$ cat config.mk
export PLATFORM = sky130hd
export DESIGN_NAME = lockwd_top
export DESIGN_NICKNAME = d
export VERILOG_FILES = /design/src/rtl/lockwd_pkg.sv /design/src/rtl/lockwd_decode.sv /design/src/rtl/lockwd_timer.sv /design/src/rtl/lockwd_owner.sv /design/src/rtl/lockwd_top.sv
export SDC_FILE = /design/constraint.sdc
export NUM_CORES = 1
export LEC_CHECK = 0
export ABC_AREA = 1
export BUFFER_PORTS_ARGS = -buffer_cell sky130_fd_sc_hd__buf_2
export CELL_PAD_IN_SITES_DETAIL_PLACEMENT = 1
export CELL_PAD_IN_SITES_GLOBAL_PLACEMENT = 1
export CORE_MARGIN = 2
export CORE_UTILIZATION = 40
export CTS_BUF_LIST = sky130_fd_sc_hd__clkbuf_2 sky130_fd_sc_hd__clkbuf_4 sky130_fd_sc_hd__clkbuf_8
export DETAILED_ROUTE_END_ITERATION = 7
export PLACE_DENSITY_LB_ADDON = 0.25
export SYNTH_ARGS = -nofsm -noshare
export SYNTH_HDL_FRONTEND = slang
export SYNTH_SLANG_ARGS = --single-unit
$ cat constraint.sdc
create_clock -name clk -period 7.4 [get_ports clk]
set_input_delay 2.22 -clock clk [delete_from_list [all_inputs] [get_ports clk]]
set_output_delay 2.22 -clock clk [all_outputs]
set_load 0.02 [all_outputs]
$ cat src/rtl/lockwd_pkg.sv
package lockwd_pkg;

  typedef enum logic {
    SEL_LOCKWORD = 1'b0,
    SEL_LIMIT    = 1'b1
  } reg_sel_e;

  // decoded bus request for one cycle
  typedef struct packed {
    logic claim;    // RMW asking to set the lock bit
    logic giveback; // write or RMW clearing the lock bit
    logic limit_wr; // write to the timeout limit
    logic snap;     // RMW on the lock word: capture old word
  } bus_req_t;

endpackage

$ cat src/rtl/lockwd_decode.sv
module lockwd_decode
  import lockwd_pkg::*;
#(
  parameter int DATA_W = 32
) (
  input  logic              bus_wr,
  input  logic              bus_rmw,
  input  logic              bus_addr,
  input  logic [DATA_W-1:0] bus_wdata,
  output bus_req_t          req
);

  localparam int LOCK_BIT = 1;

  reg_sel_e sel;
  logic     any_wr;

  assign sel    = reg_sel_e'(bus_addr);
  assign any_wr = bus_wr | bus_rmw;

  always_comb begin
    req          = '0;
    req.limit_wr = any_wr && (sel == SEL_LIMIT);
    req.snap     = bus_rmw && (sel == SEL_LOCKWORD);
    req.claim    = bus_rmw && (sel == SEL_LOCKWORD) && bus_wdata[LOCK_BIT];
    req.giveback = any_wr && (sel == SEL_LOCKWORD) && !bus_wdata[LOCK_BIT];
  end

endmodule

$ cat src/rtl/lockwd_timer.sv
module lockwd_timer #(
  parameter int TMO_W      = 20,
  parameter int DEFAULT_MS = 250
) (
  input  logic             clk,
  input  logic             rst,
  input  logic             tick_i,
  input  logic             held_i,
  input  logic             claim_ok_i,
  input  logic             giveback_i,
  input  logic             limit_wr_i,
  input  logic [TMO_W-1:0] limit_data_i,
  output logic             expire_o,
  output logic [TMO_W-1:0] limit_o
);

  localparam logic [TMO_W-1:0] LIMIT_RST = TMO_W'(DEFAULT_MS);

  logic [TMO_W-1:0] count_q;
  logic [TMO_W-1:0] limit_q;
  logic [TMO_W:0]   count_inc;

  assign count_inc = {1'b0, count_q} + 1'b1;

  // a release or limit write in the same cycle takes priority over expiry
  assign expire_o = held_i && tick_i && !limit_wr_i && !giveback_i &&
                    (count_inc >= {1'b0, limit_q});

  always_ff @(posedge clk) begin
    if (rst) begin
      count_q <= '0;
    end else if (!held_i || claim_ok_i || limit_wr_i) begin
      count_q <= '0;
    end else if (tick_i && !count_inc[TMO_W]) begin
      count_q <= count_inc[TMO_W-1:0];
    end
  end

  always_ff @(posedge clk) begin
    if (rst) begin
      limit_q <= LIMIT_RST;
    end else if (expire_o) begin
      limit_q <= LIMIT_RST;
    end else if (limit_wr_i) begin
      limit_q <= limit_data_i;
    end
  end

  assign limit_o = limit_q;

endmodule

$ cat src/rtl/lockwd_owner.sv
module lockwd_owner
  import lockwd_pkg::*;
#(
  parameter int KEY_W = 30
) (
  input  logic             clk,
  input  logic             rst,
  input  bus_req_t         req,
  input  logic             expire_i,
  output logic             claim_ok_o,
  output logic             held_o,
  output logic [KEY_W-1:0] key_o,
  output logic             err_o,
  output logic             forced_o
);

  logic             held_q;
  logic             err_q;
  logic             forced_q;
  logic [KEY_W-1:0] key_q;
  logic             release_ok;

  assign claim_ok_o = req.claim && !held_q;
  assign release_ok = req.giveback && held_q;

  always_ff @(posedge clk) begin
    if (rst) begin
      held_q   <= 1'b0;
      err_q    <= 1'b0;
      key_q    <= '0;
      forced_q <= 1'b0;
    end else begin
      forced_q <= expire_i;
      if (release_ok) begin
        held_q <= 1'b0;
        key_q  <= key_q + 1'b1;
        err_q  <= 1'b0;
      end else if (expire_i) begin
        held_q <= 1'b0;
        key_q  <= key_q + 1'b1;
        err_q  <= 1'b1;
      end else if (claim_ok_o) begin
        held_q <= 1'b1;
      end
      if (req.giveback && !held_q) begin
        err_q <= 1'b0;
      end
    end
  end

  assign held_o   = held_q;
  assign key_o    = key_q;
  assign err_o    = err_q;
  assign forced_o = forced_q;

endmodule

$ cat src/rtl/lockwd_top.sv
module lockwd_top
  import lockwd_pkg::*;
#(
  parameter int DATA_W     = 32,
  parameter int TMO_W      = 20,
  parameter int DEFAULT_MS = 250
) (
  input  logic                clk,
  input  logic                rst,
  input  logic                tick_ms,
  input  logic                bus_wr,
  input  logic                bus_rmw,
  input  logic                bus_addr,
  input  logic [DATA_W-1:0]   bus_wdata,
  output logic [DATA_W-1:0]   rmw_rdata,
  output logic                lock_o,
  output logic [DATA_W-3:0]   key_o,
  output logic                tmo_err_o,
  output logic                forced_rel_o,
  output logic [TMO_W-1:0]    timeout_o
);

  localparam int KEY_W = DATA_W - 2;

  bus_req_t         req;
  logic             claim_ok;
  logic             expire;
  logic             held;
  logic             err;
  logic [KEY_W-1:0] key;
  logic [DATA_W-1:0] rdata_q;

  lockwd_decode #(.DATA_W(DATA_W)) u_dec (
    .bus_wr    (bus_wr),
    .bus_rmw   (bus_rmw),
    .bus_addr  (bus_addr),
    .bus_wdata (bus_wdata),
    .req       (req)
  );

  lockwd_owner #(.KEY_W(KEY_W)) u_own (
    .clk        (clk),
    .rst        (rst),
    .req        (req),
    .expire_i   (expire),
    .claim_ok_o (claim_ok),
    .held_o     (held),
    .key_o      (key),
    .err_o      (err),
    .forced_o   (forced_rel_o)
  );

  lockwd_timer #(.TMO_W(TMO_W), .DEFAULT_MS(DEFAULT_MS)) u_tmr (
    .clk          (clk),
    .rst          (rst),
    .tick_i       (tick_ms),
    .held_i       (held),
    .claim_ok_i   (claim_ok),
    .giveback_i   (req.giveback),
    .limit_wr_i   (req.limit_wr),
    .limit_data_i (bus_wdata[TMO_W-1:0]),
    .expire_o     (expire),
    .limit_o      (timeout_o)
  );

  // read half of the atomic cycle: the word as it stood before the write half
  always_ff @(posedge clk) begin
    if (rst) begin
      rdata_q <= '0;
    end else if (req.snap) begin
      rdata_q <= {key, held, err};
    end
  end

  assign rmw_rdata = rdata_q;
  assign lock_o    = held;
  assign key_o     = key;
  assign tmo_err_o = err;

endmodule

==> results_dict.tcl <==
set metrics [dict create \
    setup.worst_path.class "in -> reg" \
    status "complete, no violations" \
    firstDrtPassIters 5 \
    top_layer "met4" \
    port_buffers 110 \
    cts_tree "done" \
    synth.distinct_cells 34 \
    finalClockSkew_ps 12.9 \
    dpl.hpwl_um 13000 \
    fin_area_um2 6400 \
    first_iter_violations 331 \
    leakagePower_nw 3.12 \
    synth_xor_area_share_pct 6.59 \
    netlist_area_um2 5590 \
    holdWs_ps 477 \
    synth_fp_nets 848 \
    finalCritPeriodShare_pct 59.2 \
    min_period_ps 4380 \
    pre_cts_slack_ps 2590 \
    holdBufCountCts 0 \
    crit_chain "buf_2, nor2_1, nor2_1, buf_4, inv_2, nand2_1, nor2_1, inv_1, a211oi_1" \
    via_count 5555 \
    start_util_pct 40.6 \
    routed-wl-met3_um 734 \
    fmax_mhz 228 \
    drc_errors 0 \
    cts_resized 0 \
    grt_pass1_wl_um 28400 \
    max_stage_delay_ps 770 \
    setup_tns_ps 0 \
    syn-instance-count 788 \
    synth_top_family_by_area "simple AND/OR/NAND/NOR gates" \
    dpl-instance-area_um2 6210 \
    clock_tree.root_cell "clkbuf_8" \
    synthMuxAreaShare_pct 0 \
    fin_nets 940 \
    via_per_inst 5.22 \
    end_kind "register" \
    cp_max_fo 28 \
    cap_violations 0 \
    slew-limit-headroom_pct 33.8 \
    cp_num_buf_inv 4 \
    drt-total-wl_um 17400 \
    slowest_stage "nor2_1" \
    dieHeight_um 122 \
    worst_slack_ps 3020 \
    start_kind "primary input" \
    hold_violations 0 \
    synth-warning-count 0 \
    antenna_found_initial 0 \
    ios 123 \
    grt_max_degree 66 \
    worst_slew_pin_slew_ps 990 \
    wl_per_cell_um 16.3 \
    cts_setup_buffers 0 \
    timing.final.setup_violations 0 \
    yosys.area_share.simple_pct 26.3 \
    die_w_um 122 \
    htree_levels 3 \
    grt_pass1_vias 5574 \
    clk_latency_ps 390 \
    synth_compound_area_share_pct 15.3 \
    cp.arrival_ps 4680 \
    overflow 0 \
    synthAdderAreaFrac_pct 4.93 \
    syn_to_final_growth_pct 14.5 \
    core_um2 13800 \
    powerDensity_nw_per_um2 173 \
    syn_avg_cell_area_um2 7.09 \
    layout-drive-gt1-share_pct 17.5 \
    ys_ff_latch 105 \
    diodes 0 \
    min_path_type "reg -> reg" \
    ys_seq_area_share_pct 37.6 \
    wl_met1_um 8270 \
    num_rows 43 \
    antenna_left 0 \
    rsz0062_at_grt "no" \
    grtUsageTotal_pct 24.1 \
    crit_path_frequent_cell "nor2_1" \
    crit_required_ps 7690 \
    clockBufferDepth 2 \
    cp_top_family "simple AND/OR/NAND/NOR gates" \
    dieArea_um2 14900 \
    drv_slew 0 \
    cts_made_buffers 9 \
    cts_sinks 105 \
    wl_met2_um 8110 \
    ir_drop_v 0.0000749 \
    path_clk_slew_ps 100 \
    gp_congestion 0.900 \
]
-- stage by stage --
step	total power [mW]	utilization [%]	instances
CTS	1.12	46.4	1065
floorplan	0.710	-	788
global route	1.16	46.4	1065
finish	1.10	46.4	1065
detailed placement	0.764	45.1	1049
global placement	0.757	45.1	1049
-- cells by family after synthesis --
kind of cell	count (synthesis)
fa+ha+maj	22
flops	105
simple gates	333
xor+xnor	42
compound gates	163
buf+inv	123
-- cell type report --
type / count / area, um2
Sequential cell: 105 / 2100
Tap cell: 180 / 225
Multi-Input combinational cell: 560 / 2970
Clock inverter: 4 / 26.3
Timing Repair Buffer: 114 / 581
Fill cell: 1872 / 7380
Inverter: 90 / 338
Clock buffer: 12 / 159
-- final timing paths --
check | to | cells after the start | slack [ps] | from
setup / recovery | u_tmr.count_q[4]$_SDFFE_PP0P_ | 9 | 3020 | bus_rmw
hold / removal | rmw_rdata[0]$_SDFFE_PP0P_ | 2 | 480 | u_own.err_o$_SDFFE_PP0P_
hold reg to reg | rmw_rdata[0]$_SDFFE_PP0P_ | 2 | 480 | u_own.err_o$_SDFFE_PP0P_
setup reg to reg | u_own.held_o$_SDFFE_PP0P_ | 19 | 3600 | u_tmr.count_q[0]$_SDFFE_PP0P_
-- state kept, by name, summed over array words and instances, names as in the netlist --
register / cells
rmw_rdata: 32
u_own.key_o: 30
u_tmr.count_q: 20
u_tmr.limit_o: 20
u_own.err_o: 1
u_own.forced_o: 1
u_own.held_o: 1
-- cells in the mapped netlist (all sizes together) --
master	n	area share, %
o21a	1	0.13
nand2	148	11
buf	10	1.7
nand3	51	4.7
ha	22	4.9
nand3b	1	0.13
o21ai	62	5.6
a211oi	4	0.54
o211ai	6	0.81
nor2	95	7.1
nor4	3	0.34
a21oi	87	7.9
nor3b	1	0.13
a21o	1	0.13
nor3	27	2.4
xor2	42	6.6
and2	1	0.11
inv	88	5.9
dfxtp	105	38
clkinv	2	0.13
o21bai	2	0.27
or2	1	0.11
clkbuf	23	1.5
nand4	5	0.56
-- worst min-delay path, cell delays in order, from the launching register on --
cell and delay (ps):
dfxtp_1 320, inv_1 60, a21oi_1 50
-- power breakdown --
group | leakage (nW) | internal, mW | total [mW] | switching (mW)
clock network | 0.0962 | 0.145 | 0.354 | 0.209
logic | 2.17 | 0.0471 | 0.149 | 0.102
registers | 0.857 | 0.588 | 0.602 | 0.0141
-- metal layers --
layer / GRT usage [%] / vias to the layer above
met5: 0 / -
met4: 7.33 / 0
met3: 3.79 / 17
met2: 39.3 / 106
met1: 32.7 / 2688
li1: - / 2744
-- cells in the final DEF (no fill, tap or decap), types with 22 or more instances in the layout --
master,instances
nand2_1,141
buf_2,110
dfxtp_1,105
inv_1,86
a21oi_1,86
nor2_1,82
o21ai_0,62
nand3_1,50
xor2_1,42
nor3_1,27
ha_1,22
No activity file was read; power rests on OpenSTA's default activity.
